==> src/rtl/sbf_pkg.sv <==
package sbf_pkg;

    // Strength of a fence request; the encoding matches the fn_full pin.
    typedef enum logic {
        FENCE_STORE = 1'b0,
        FENCE_FULL  = 1'b1
    } fence_e;

endpackage

==> src/rtl/sbf_queue.sv <==
// Circular in-order storage for buffered stores.
module sbf_queue #(
    parameter int DEPTH = 8,
    parameter int AW    = 16,
    parameter int DW    = 32,
    localparam int PW   = $clog2(DEPTH),
    localparam int CW   = $clog2(DEPTH) + 1
) (
    input  logic                     clk,
    input  logic                     rst_n,
    input  logic                     push,
    input  logic [AW-1:0]            push_addr,
    input  logic [DW-1:0]            push_data,
    input  logic                     pop,
    output logic [PW-1:0]            head_ptr,
    output logic [CW-1:0]            count,
    output logic [AW-1:0]            head_addr,
    output logic [DW-1:0]            head_data,
    output logic [DEPTH-1:0][AW-1:0] slot_addr,
    output logic [DEPTH-1:0][DW-1:0] slot_data
);

    typedef struct packed {
        logic [DEPTH-1:0][AW-1:0] addr;
        logic [DEPTH-1:0][DW-1:0] data;
        logic [PW-1:0]            head;
        logic [PW-1:0]            tail;
        logic [CW-1:0]            count;
    } q_state_t;

    q_state_t q_q, q_d;

    always_comb begin
        q_d = q_q;
        if (push) begin
            q_d.addr[q_q.tail] = push_addr;
            q_d.data[q_q.tail] = push_data;
            q_d.tail           = q_q.tail + PW'(1);
        end
        if (pop) begin
            q_d.head = q_q.head + PW'(1);
        end
        q_d.count = q_q.count + CW'(push) - CW'(pop);
    end

    always_ff @(posedge clk) begin
        if (!rst_n) begin
            q_q <= '0;
        end else begin
            q_q <= q_d;
        end
    end

    assign head_ptr  = q_q.head;
    assign count     = q_q.count;
    assign head_addr = q_q.addr[q_q.head];
    assign head_data = q_q.data[q_q.head];
    assign slot_addr = q_q.addr;
    assign slot_data = q_q.data;

endmodule

==> src/rtl/sbf_fwd.sv <==
// Age-ordered search: returns the youngest buffered store matching an address.
module sbf_fwd #(
    parameter int DEPTH = 8,
    parameter int AW    = 16,
    parameter int DW    = 32,
    localparam int PW   = $clog2(DEPTH),
    localparam int CW   = $clog2(DEPTH) + 1
) (
    input  logic [PW-1:0]            head_ptr,
    input  logic [CW-1:0]            count,
    input  logic [DEPTH-1:0][AW-1:0] slot_addr,
    input  logic [DEPTH-1:0][DW-1:0] slot_data,
    input  logic [AW-1:0]            look_addr,
    output logic                     hit,
    output logic [DW-1:0]            hit_data
);

    logic [DEPTH-1:0]         age_match;
    logic [DEPTH-1:0][DW-1:0] age_data;

    // Age k = k-th oldest live entry, counted from the head.
    for (genvar k = 0; k < DEPTH; k++) begin : g_age
        logic [PW-1:0] idx;
        assign idx          = head_ptr + PW'(k);
        assign age_match[k] = (CW'(k) < count) && (slot_addr[idx] == look_addr);
        assign age_data[k]  = slot_data[idx];
    end

    // Later (younger) matches override earlier ones.
    always_comb begin
        hit      = 1'b0;
        hit_data = '0;
        for (int k = 0; k < DEPTH; k++) begin
            if (age_match[k]) begin
                hit      = 1'b1;
                hit_data = age_data[k];
            end
        end
    end

endmodule

==> src/rtl/sbf_fence.sv <==
// Holds at most one outstanding fence and derives the stall terms.
module sbf_fence
    import sbf_pkg::*;
(
    input  logic   clk,
    input  logic   rst_n,
    input  logic   fn_valid,
    input  fence_e fn_kind,
    input  logic   buf_empty,
    output logic   fn_ready,
    output logic   hold_st,
    output logic   hold_ld
);

    typedef struct packed {
        logic   pend;
        fence_e kind;
    } f_state_t;

    f_state_t f_q, f_d;

    always_comb begin
        f_d = f_q;
        if (f_q.pend) begin
            if (buf_empty) begin
                f_d.pend = 1'b0;
            end
        end else if (fn_valid) begin
            f_d.pend = 1'b1;
            f_d.kind = fn_kind;
        end
    end

    always_ff @(posedge clk) begin
        if (!rst_n) begin
            f_q <= '{pend: 1'b0, kind: FENCE_STORE};
        end else begin
            f_q <= f_d;
        end
    end

    assign fn_ready = !f_q.pend;
    assign hold_st  = f_q.pend;
    assign hold_ld  = f_q.pend && (f_q.kind == FENCE_FULL);

endmodule

==> src/rtl/sbf_top.sv <==
module sbf_top
    import sbf_pkg::*;
#(
    parameter int DEPTH = 8,
    parameter int AW    = 16,
    parameter int DW    = 32
) (
    input  logic          clk,
    input  logic          rst_n,
    input  logic          st_valid,
    output logic          st_ready,
    input  logic [AW-1:0] st_addr,
    input  logic [DW-1:0] st_data,
    input  logic          ld_valid,
    output logic          ld_ready,
    input  logic [AW-1:0] ld_addr,
    output logic          ld_hit,
    output logic [DW-1:0] ld_data,
    input  logic          fn_valid,
    input  logic          fn_full,
    output logic          fn_ready,
    output logic          mem_valid,
    input  logic          mem_ready,
    output logic [AW-1:0] mem_addr,
    output logic [DW-1:0] mem_data
);

    localparam int PW = $clog2(DEPTH);
    localparam int CW = $clog2(DEPTH) + 1;

    logic [PW-1:0]            head_ptr;
    logic [CW-1:0]            count;
    logic [DEPTH-1:0][AW-1:0] slot_addr;
    logic [DEPTH-1:0][DW-1:0] slot_data;
    logic                     push, pop, buf_full, buf_empty;
    logic                     hold_st, hold_ld;
    logic                     fwd_hit;
    logic [DW-1:0]            fwd_data;
    fence_e                   fn_kind;

    assign buf_full  = (count == CW'(DEPTH));
    assign buf_empty = (count == '0);
    assign st_ready  = !buf_full && !hold_st;
    assign push      = st_valid && st_ready;
    assign mem_valid = !buf_empty;
    assign pop       = mem_valid && mem_ready;
    assign ld_ready  = !hold_ld;
    assign ld_hit    = ld_valid && ld_ready && fwd_hit;
    assign ld_data   = ld_hit ? fwd_data : '0;
    assign fn_kind   = fn_full ? FENCE_FULL : FENCE_STORE;

    sbf_queue #(.DEPTH(DEPTH), .AW(AW), .DW(DW)) queue_i (
        .clk       (clk),
        .rst_n     (rst_n),
        .push      (push),
        .push_addr (st_addr),
        .push_data (st_data),
        .pop       (pop),
        .head_ptr  (head_ptr),
        .count     (count),
        .head_addr (mem_addr),
        .head_data (mem_data),
        .slot_addr (slot_addr),
        .slot_data (slot_data)
    );

    sbf_fwd #(.DEPTH(DEPTH), .AW(AW), .DW(DW)) fwd_i (
        .head_ptr  (head_ptr),
        .count     (count),
        .slot_addr (slot_addr),
        .slot_data (slot_data),
        .look_addr (ld_addr),
        .hit       (fwd_hit),
        .hit_data  (fwd_data)
    );

    sbf_fence fence_i (
        .clk       (clk),
        .rst_n     (rst_n),
        .fn_valid  (fn_valid),
        .fn_kind   (fn_kind),
        .buf_empty (buf_empty),
        .fn_ready  (fn_ready),
        .hold_st   (hold_st),
        .hold_ld   (hold_ld)
    );

endmodule

==> config.mk <==
export PLATFORM = sky130hd
export DESIGN_NAME = sbf_top
export DESIGN_NICKNAME = d
export VERILOG_FILES = /design/src/rtl/sbf_pkg.sv /design/src/rtl/sbf_queue.sv /design/src/rtl/sbf_fwd.sv /design/src/rtl/sbf_fence.sv /design/src/rtl/sbf_top.sv
export SDC_FILE = /design/constraint.sdc
export NUM_CORES = 2
export LEC_CHECK = 0
export BUFFER_PORTS_ARGS = -buffer_cell sky130_fd_sc_hd__buf_2
export CORE_UTILIZATION = 40
export CTS_BUF_LIST = sky130_fd_sc_hd__clkbuf_4 sky130_fd_sc_hd__clkbuf_8
export CTS_CLUSTER_DIAMETER = 30
export DETAILED_ROUTE_END_ITERATION = 10
export SLEW_MARGIN = 0
export SYNTH_ARGS = -nofsm -noshare
export SYNTH_HDL_FRONTEND = slang
export SYNTH_SLANG_ARGS = --single-unit
==> constraint.sdc <==
create_clock -name clk -period 6.1 [get_ports clk]
set_input_delay 0.305 -clock clk [delete_from_list [all_inputs] [get_ports clk]]
set_output_delay 0.305 -clock clk [all_outputs]
set_load 0.01 [all_outputs]
After elaboration in Yosys (flattened, before gate mapping):

Cells that the tools add are included.

* $add $sub $neg: 10
* order comparisons: 18
* eq/ne operators: 9
* muxes and demuxes: 59
* bitwise logic cells: 1
* reduce and logical (&&, ||, !) cells: 21

Operators with widths (count)
* 32-bit binary-select mux with 3-bit select: 8
* 32-bit two-way mux: 18
* 16-bit binary-select mux with 3-bit select: 8
* 256-bit bitwise mux: 1
* 16-bit two-way mux: 9
* 128-bit bitwise mux: 1
* 16-bit == test: 8
* 32-bit demux with 3-bit select: 1
* 16-bit demux with 3-bit select: 1
* 3-bit by 4-bit < comparator with 1-bit output, second input constant: 9
* 3-bit by 4-bit < comparator with 1-bit output, first input constant: 4
* 1-bit logical AND: 15
* 3-bit adder, second input constant: 4
* 1-bit two-way mux: 11
* 1-bit by 4-bit < comparator with 1-bit output, first input constant: 2
* 2-bit by 4-bit < comparator with 1-bit output, first input constant: 2
* 3-bit by 1-bit adder with 3-bit output, second input constant: 2
* 3-bit by 2-bit adder with 3-bit output, second input constant: 2
* 4-bit by 1-bit adder with 4-bit output: 1
* 4-bit == test, second input constant: 1
* 1-bit zero test: 4
* 4-bit zero test: 1
* 4-bit by 1-bit subtractor with 4-bit output: 1
* 3-bit by 1-bit >= comparator with 1-bit output, second input constant: 1
* other kinds (3): 3

* register bits after elaboration: 396
* input port bits: 71
* output and inout port bits: 85
* word-level logic and storage cells: 139

Longest topological paths before layout:

* depth after elaboration: 14
* mapped depth: 26
* depth with buffers taken out: 12

By module:

A second synthesis with hierarchy kept.

* cells, all modules: 4250
* area total of the unflattened synthesis: 37562.3 um^2

Modules (own cells, without submodules)
* sbf_queue: instances 1, cells an instance 2337, area each 19876.6 um^2, sequential area each 7887.6 um^2
* sbf_fwd: instances 1, cells an instance 1859, area each 17304.1 um^2, sequential area each 0.0 um^2
* sbf_top: instances 1, cells an instance 44, area each 291.5 um^2, sequential area each 0.0 um^2
* sbf_fence: instances 1, cells an instance 10, area each 90.1 um^2, sequential area each 40.0 um^2

Worst setup path after synthesis:

Ideal clock, no wire load.

* kind: register -> output
* start point: reg queue_i.q_q, in the netlist queue_i.head_ptr[1]
* end point: out ld_data[11]
* data arrival time: 5497 ps
* required time: 5795 ps
* setup slack: 298 ps
* stages on the path, launching flop included: 26
* buffers on the path: 14
* path through: dfxtp_1 > buf_2 > buf_2 > buf_4 > buf_4 > buf_4 > buf_2 > buf_2 > buf_1 > inv_1 > ha_1 > buf_4 > buf_4 > buf_6 > buf_4 > buf_2 > mux4_2 > xnor2_1 > nand3_1 > a31oi_1 > and4b_1 > nand4_1 > clkbuf_1 > nor3b_1 > a211o_1 > a311oi_1

* cells in the longest elaborated chain, start to end: 14
* elaborated cells on any way between the ends: 73
* classes of those cells: add/sub (7); eq/ne (8); mux (49); reduce/logical (9)

RTL lines
* start: declaration: RTL line sbf_queue.sv:31 `q_state_t q_q, q_d;`
* start signal: assignment: RTL line sbf_queue.sv:50 `q_q <= q_d;`
* 3-bit by 1-bit adder with 3-bit output *: RTL line sbf_fwd.sv:24 `assign idx = head_ptr + PW'(k);`
* net fwd_i.g_age[1].idx[1]: RTL line sbf_fwd.sv:23 `logic [PW-1:0] idx;`
* 16-bit binary-select mux with 3-bit select: RTL line sbf_fwd.sv:25 `assign age_match[k] = (CW'(k) < count) && (slot_addr[idx] == look_addr);`
* 16-bit two-way mux (implied by the code): RTL line sbf_fwd.sv:25
* 16-bit == test: RTL line sbf_fwd.sv:25
* 1-bit logical AND: RTL line sbf_fwd.sv:25
* 1-bit two-way mux (7 in a row): RTL line sbf_fwd.sv:34 `if (age_match[k]) begin`
* 1-bit logical AND: RTL line sbf_top.sv:48 `assign ld_hit = ld_valid && ld_ready && fwd_hit;`
* 32-bit two-way mux *: RTL line sbf_top.sv:49 `assign ld_data = ld_hit ? fwd_data : '0;`
* end: declaration: RTL line sbf_top.sv:18 `output logic [DW-1:0] ld_data,`

The timed path passes the listed nets; every way through them passes the cells marked *. The select of a mux whose other input is x is not followed.

Worst setup path after layout:

* start point: reg queue_i.q_q, in the netlist queue_i.head_ptr[0]
* end point: out ld_data[30]

Same word-level chain as after synthesis.

==> results.md <==
Status:
- The run finished with clean final reports.

Synth:
- In the synthesized netlist, the number of instances is 4005.
- The share of synthesized flip-flops with an asynchronous set or reset is 0.
- Yosys printed 0 warnings.
- The adder and majority cell fraction of the synthesized area is 0.004099.
- The number of flops mapped to enable cells by yosys is 0.
- Synthesis produced a netlist with a net count of 4087.
- By area, the combinational part of the netlist is dominated by multiplexers.
- The count of cell types in the netlist is 77.
- The xor and xnor fraction of the mapped netlist area is 0.03806.
- The fraction of the mapped netlist area in simple logic gates is 0.1922.
- The post-synthesis register bit count is 396.
- The fraction of synthesized area in multiplexers is 0.3197.
- The compound-cell area share of the yosys netlist is 0.1603.
- The mean instance size in the synthesized netlist is 8.841 sq um.
- Of the synthesized area, sequential elements account for 0.2239.
- The primary flip-flop cell chosen by synthesis mapping is sky130_fd_sc_hd__dfxtp_1.
- The post-synthesis cell area is 35410 sq um.

Layout:
- The number of fill cells is 8241.
- The area of all placed cells without fillers is 39750 sq um.
- The storage element area is 7939 sq um.
- The net count of the finished layout is 4046.
- The area used by multi-input combinational logic is 25550 sq um.
- Compared with the post-synthesis result, the final layout area differs by 12.27%.
- The fraction of final layout cells sized beyond drive strength 1 is 0.2251.
- The post-route non-filler standard cell count is 5202.

Timing:
- The top achievable clock speed is 0.1688 GHz.
- The final number of max-transition violations is 0.
- Setup repair after global routing left no endpoint under its margin.
- Setup violations remaining at the end of the flow were counted as 0.
- In the finished design, the share of the clock period the worst path needs comes to 0.9711.
- The largest clock skew in the final design is 73.73 ps.
- Adding up every negative setup slack in the final design gives 0 ps.
- The actual transition at the worst max-transition pin is 1136 ps.
- The final hold violation count is 0.
- Headroom to the max-slew limit came out at 0.2426.
- After layout, the minimum clock period comes to 5924 ps.

Detailed routing:
- Once detail routing completed, the nets flagged for antenna violations numbered 0.
- The post-detailed-routing wire length is 132.3 mm.
- The first-pass detailed-route iteration total is 6.
- Using the TritonRoute via totals, the vias-per-cell ratio works out to 6.295.
- The first routing iteration left 3973 violations.
- For this run, design rule violations remaining after detail routing come to 0.
- The final route contains 32744 vias.
- After detailed routing, the average wire length per cell comes to 25.43 um.

Floorplan:
- The initial utilization of the core area, before any placement, comes to 0.4062.
- The floorplan has 108 rows.
- The die covers 89710 sq um.
- The floorplan step set the die width to 299.5 um.
- The count of boundary I/O pins is 156.
- The vertical die dimension is 299.5 um.
- The core outline area is 87160 sq um.

Clocking:
- The longest clock path from root to sink contains 3 buffers.
- Counting the buffers created by CTS gives 98.
- The clock latency on the worst-skew pair is 770 ps.
- Clock-pin slew was measured on the worst setup and hold paths at 50 ps.
- TritonCTS built the clock tree.
- The number of H-tree levels is 3.
- The clock net sink count is 396.
- The tree is rooted in a sky130_fd_sc_hd__clkbuf_8.

Worst hold path:
- The tightest min-delay check is of the input port to register type.

Global routing:
- Across every metal layer, demand over resource in global routing totals 0.2886.
- The first global-routing pass estimated 198.2 mm of wire.
- Entering global routing, the biggest net connects 226 pins.
- The number of global-route vias before repair is 30695.
- The initial antenna violation count is 9.
- For this run the aggregate overflow at the end of global routing stands at 0.

Setup path:
- Traced cell by cell, the critical path runs through clkinv_1, ha_4, buf_12, mux4_2, xnor2_1, nand3_1, o31ai_1, o2111ai_1, or4_2, buf_4, nor3b_1, o31ai_1, a311oi_1, buf_2.
- The cell with the biggest individual delay on the critical path is sky130_fd_sc_hd__or4_2.
- The most repeated library cell on the critical path is sky130_fd_sc_hd__o31ai_1.
- On the worst path, the slowest cell contributes a delay of 650 ps.
- The classification of the worst setup path is register to output pin.
- Data on the critical path arrives at its endpoint at 5620 ps.
- The maximum net fanout on the critical path is 38.
- For the worst setup path, the data required time is 5790 ps.
- STA classifies the critical path startpoint as a register.
- The endpoint type of the worst setup path is an output pin.

Placed design:
- Buffers placed on the I/O ports in this run total 155.
- The placer's final routability congestion estimate is 1.033.
- Summed over all nets, the half-perimeter wirelength after detailed placement is 82.29 mm.
- The placed cell count is 4960.
- In this run the cell area measured after placement is 36470 sq um.

Flow run:
- The max-cap check violation count is 0.

Pwr:
- Summed over all cells, the static leakage comes to 13.25 nW.
- The power per cell area is 309.9 nW/um^2.
- The completed layout was analyzed and its total power is 12.32 mW.
- The highest ir drop seen on vdd is 353.2 uV.
[metal layers]
| metal | GRT usage | share of wire |
|---|---|---|
| met2 | 0.4482 | 0.45 |
| met1 | 0.3868 | 0.41 |
| met3 | 0.05827 | 0.095 |
| met4 | 0.1300 | 0.039 |
| met5 | 0 | 0.00036 |
[registers in the layout (all words and copies together), names as in the netlist]
| register | flops |
|---|---|
| queue_i.head_ptr | 3 |
| fence_i.hold_st | 1 |
| queue_i.slot_data | 256 |
| queue_i.count | 4 |
| queue_i.slot_addr | 128 |
| queue_i.q_q | 3 |
| fence_i.f_q | 1 |
[kinds of logic (layout without fill, tap and decap cells)]
group	after synthesis	count (layout)
other	0	5
DFF	396	396
xor gates and xnor gates	153	153
AOI/OAI and AO/OA	764	764
buffers and inverters	454	491
muxes	645	645
and+or+nand+nor	1582	1582
adders and majority gates	11	11
[where the power goes]
part	switching, mW	internal [mW]	leakage [nW]
logic	3.06	2.11	8.74
clock network	1.50	2.80	1.31
registers	0.151	2.69	3.20
[cell usage in the layout, fill, tap and decap left out, types with 15 or more instances in the layout]
master	instances
sky130_fd_sc_hd__nand2_1	1164
sky130_fd_sc_hd__nor3b_1	76
sky130_fd_sc_hd__a21boi_0	384
sky130_fd_sc_hd__o31ai_1	36
sky130_fd_sc_hd__buf_4	74
sky130_fd_sc_hd__mux4_2	386
sky130_fd_sc_hd__dfxtp_1	393
sky130_fd_sc_hd__xor2_1	36
sky130_fd_sc_hd__nor2_1	127
sky130_fd_sc_hd__clkbuf_8	112
sky130_fd_sc_hd__buf_2	154
sky130_fd_sc_hd__mux2i_1	231
sky130_fd_sc_hd__xnor2_1	110
sky130_fd_sc_hd__o21ai_0	43
sky130_fd_sc_hd__dlygate4sd3_1	50
sky130_fd_sc_hd__o22a_1	31
sky130_fd_sc_hd__nand4_1	15
sky130_fd_sc_hd__a211o_1	31
sky130_fd_sc_hd__nand3_1	54
sky130_fd_sc_hd__inv_1	17
sky130_fd_sc_hd__a21oi_1	55
sky130_fd_sc_hd__bufinv_16	24
sky130_fd_sc_hd__nor3_1	21
sky130_fd_sc_hd__a311oi_1	24
sky130_fd_sc_hd__a21oi_2	26
sky130_fd_sc_hd__mux2_2	28
sky130_fd_sc_hd__and4_1	32
sky130_fd_sc_hd__o211ai_1	40
sky130_fd_sc_hd__o22ai_1	24
[synth_stat cells (all sizes together) (23+ instances only)]
cell type	n	area (sq um)
a211o	31	271.5
a21boi	384	2883
a21oi	81	503.0
a311oi	31	290.3
and4	32	280.3
buf	198	1214
clkbuf	237	899.6
dfxtp	396	7928
mux2	28	315.3
mux2i	231	2312
mux4	386	8693
nand2	1167	4380
nand3	57	285.3
nor2	131	494.2
nor3	23	120.1
nor3b	78	585.6
o211ai	40	300.3
o21ai	44	220.2
o22a	31	271.5
o22ai	24	150.1
o31ai	36	270.3
xnor2	114	998.5
xor2	39	349.1
[cell type report]
| type | count | area share |
|---|---|---|
| timing repair buffer | 294 | 0.05354 |
| tap | 1155 | 0.03636 |
| multi-input combinational | 3155 | 0.6428 |
| clock inverter | 55 | 0.02455 |
| inverter | 19 | 0.001857 |
| clock buffer | 123 | 0.04086 |
| sequential | 396 | 0.1997 |
| antenna | 5 | 0.0003148 |
[path summary, 6_finish.rpt]
| kind | start | endpoint | slack (ps) | cells past startpoint |
|---|---|---|---|---|
| max | queue_i.head_ptr[0]$_SDFFE_PN0P_ | ld_data[30] | 180 | 14 |
| min | mem_ready | queue_i.head_ptr[0]$_SDFFE_PN0P_ | 100 | 4 |
| max reg2reg | queue_i.count[1]$_SDFF_PN0_ | queue_i.slot_data[94]$_SDFFE_PN0P_ | 2040 | 8 |
| min reg2reg | queue_i.slot_data[86]$_SDFFE_PN0P_ | queue_i.slot_data[86]$_SDFFE_PN0P_ | 510 | 2 |
[through the flow]
step                setup WS, ps  hold slack, ps  utilization
finish                     176.4           104.9       0.4561
global route               22.40           85.43       0.4560
CTS                        36.38           48.60       0.4541
detailed placement         786.1           500.7       0.4184
global placement           813.6           487.2       0.4184
floorplan                  298.2           470.2            -
[worst max-delay path: cells and delay by family, from the launching register on]
| family | cells | cell delay (ps) |
|---|---|---|
| AOI/OAI and AO/OA | 4 | 1000 |
| buffers and inverters | 4 | 1050 |
| and+or+nand+nor | 3 | 1040 |
| DFF | 1 | 410 |
| adders and majority gates | 1 | 580 |
| muxes | 1 | 350 |
| xor gates and xnor gates | 1 | 420 |
[repair_timing]
action,in CTS,in global routing
pin swaps,0,1
endpoints found under the setup margin,1,24
gates resized for setup,1,8
buffers inserted,0,7
hold buffers,50,0
endpoints found under the hold margin,386,0
cloned,0,1
Note: power is estimated with default switching activity, not from simulation.
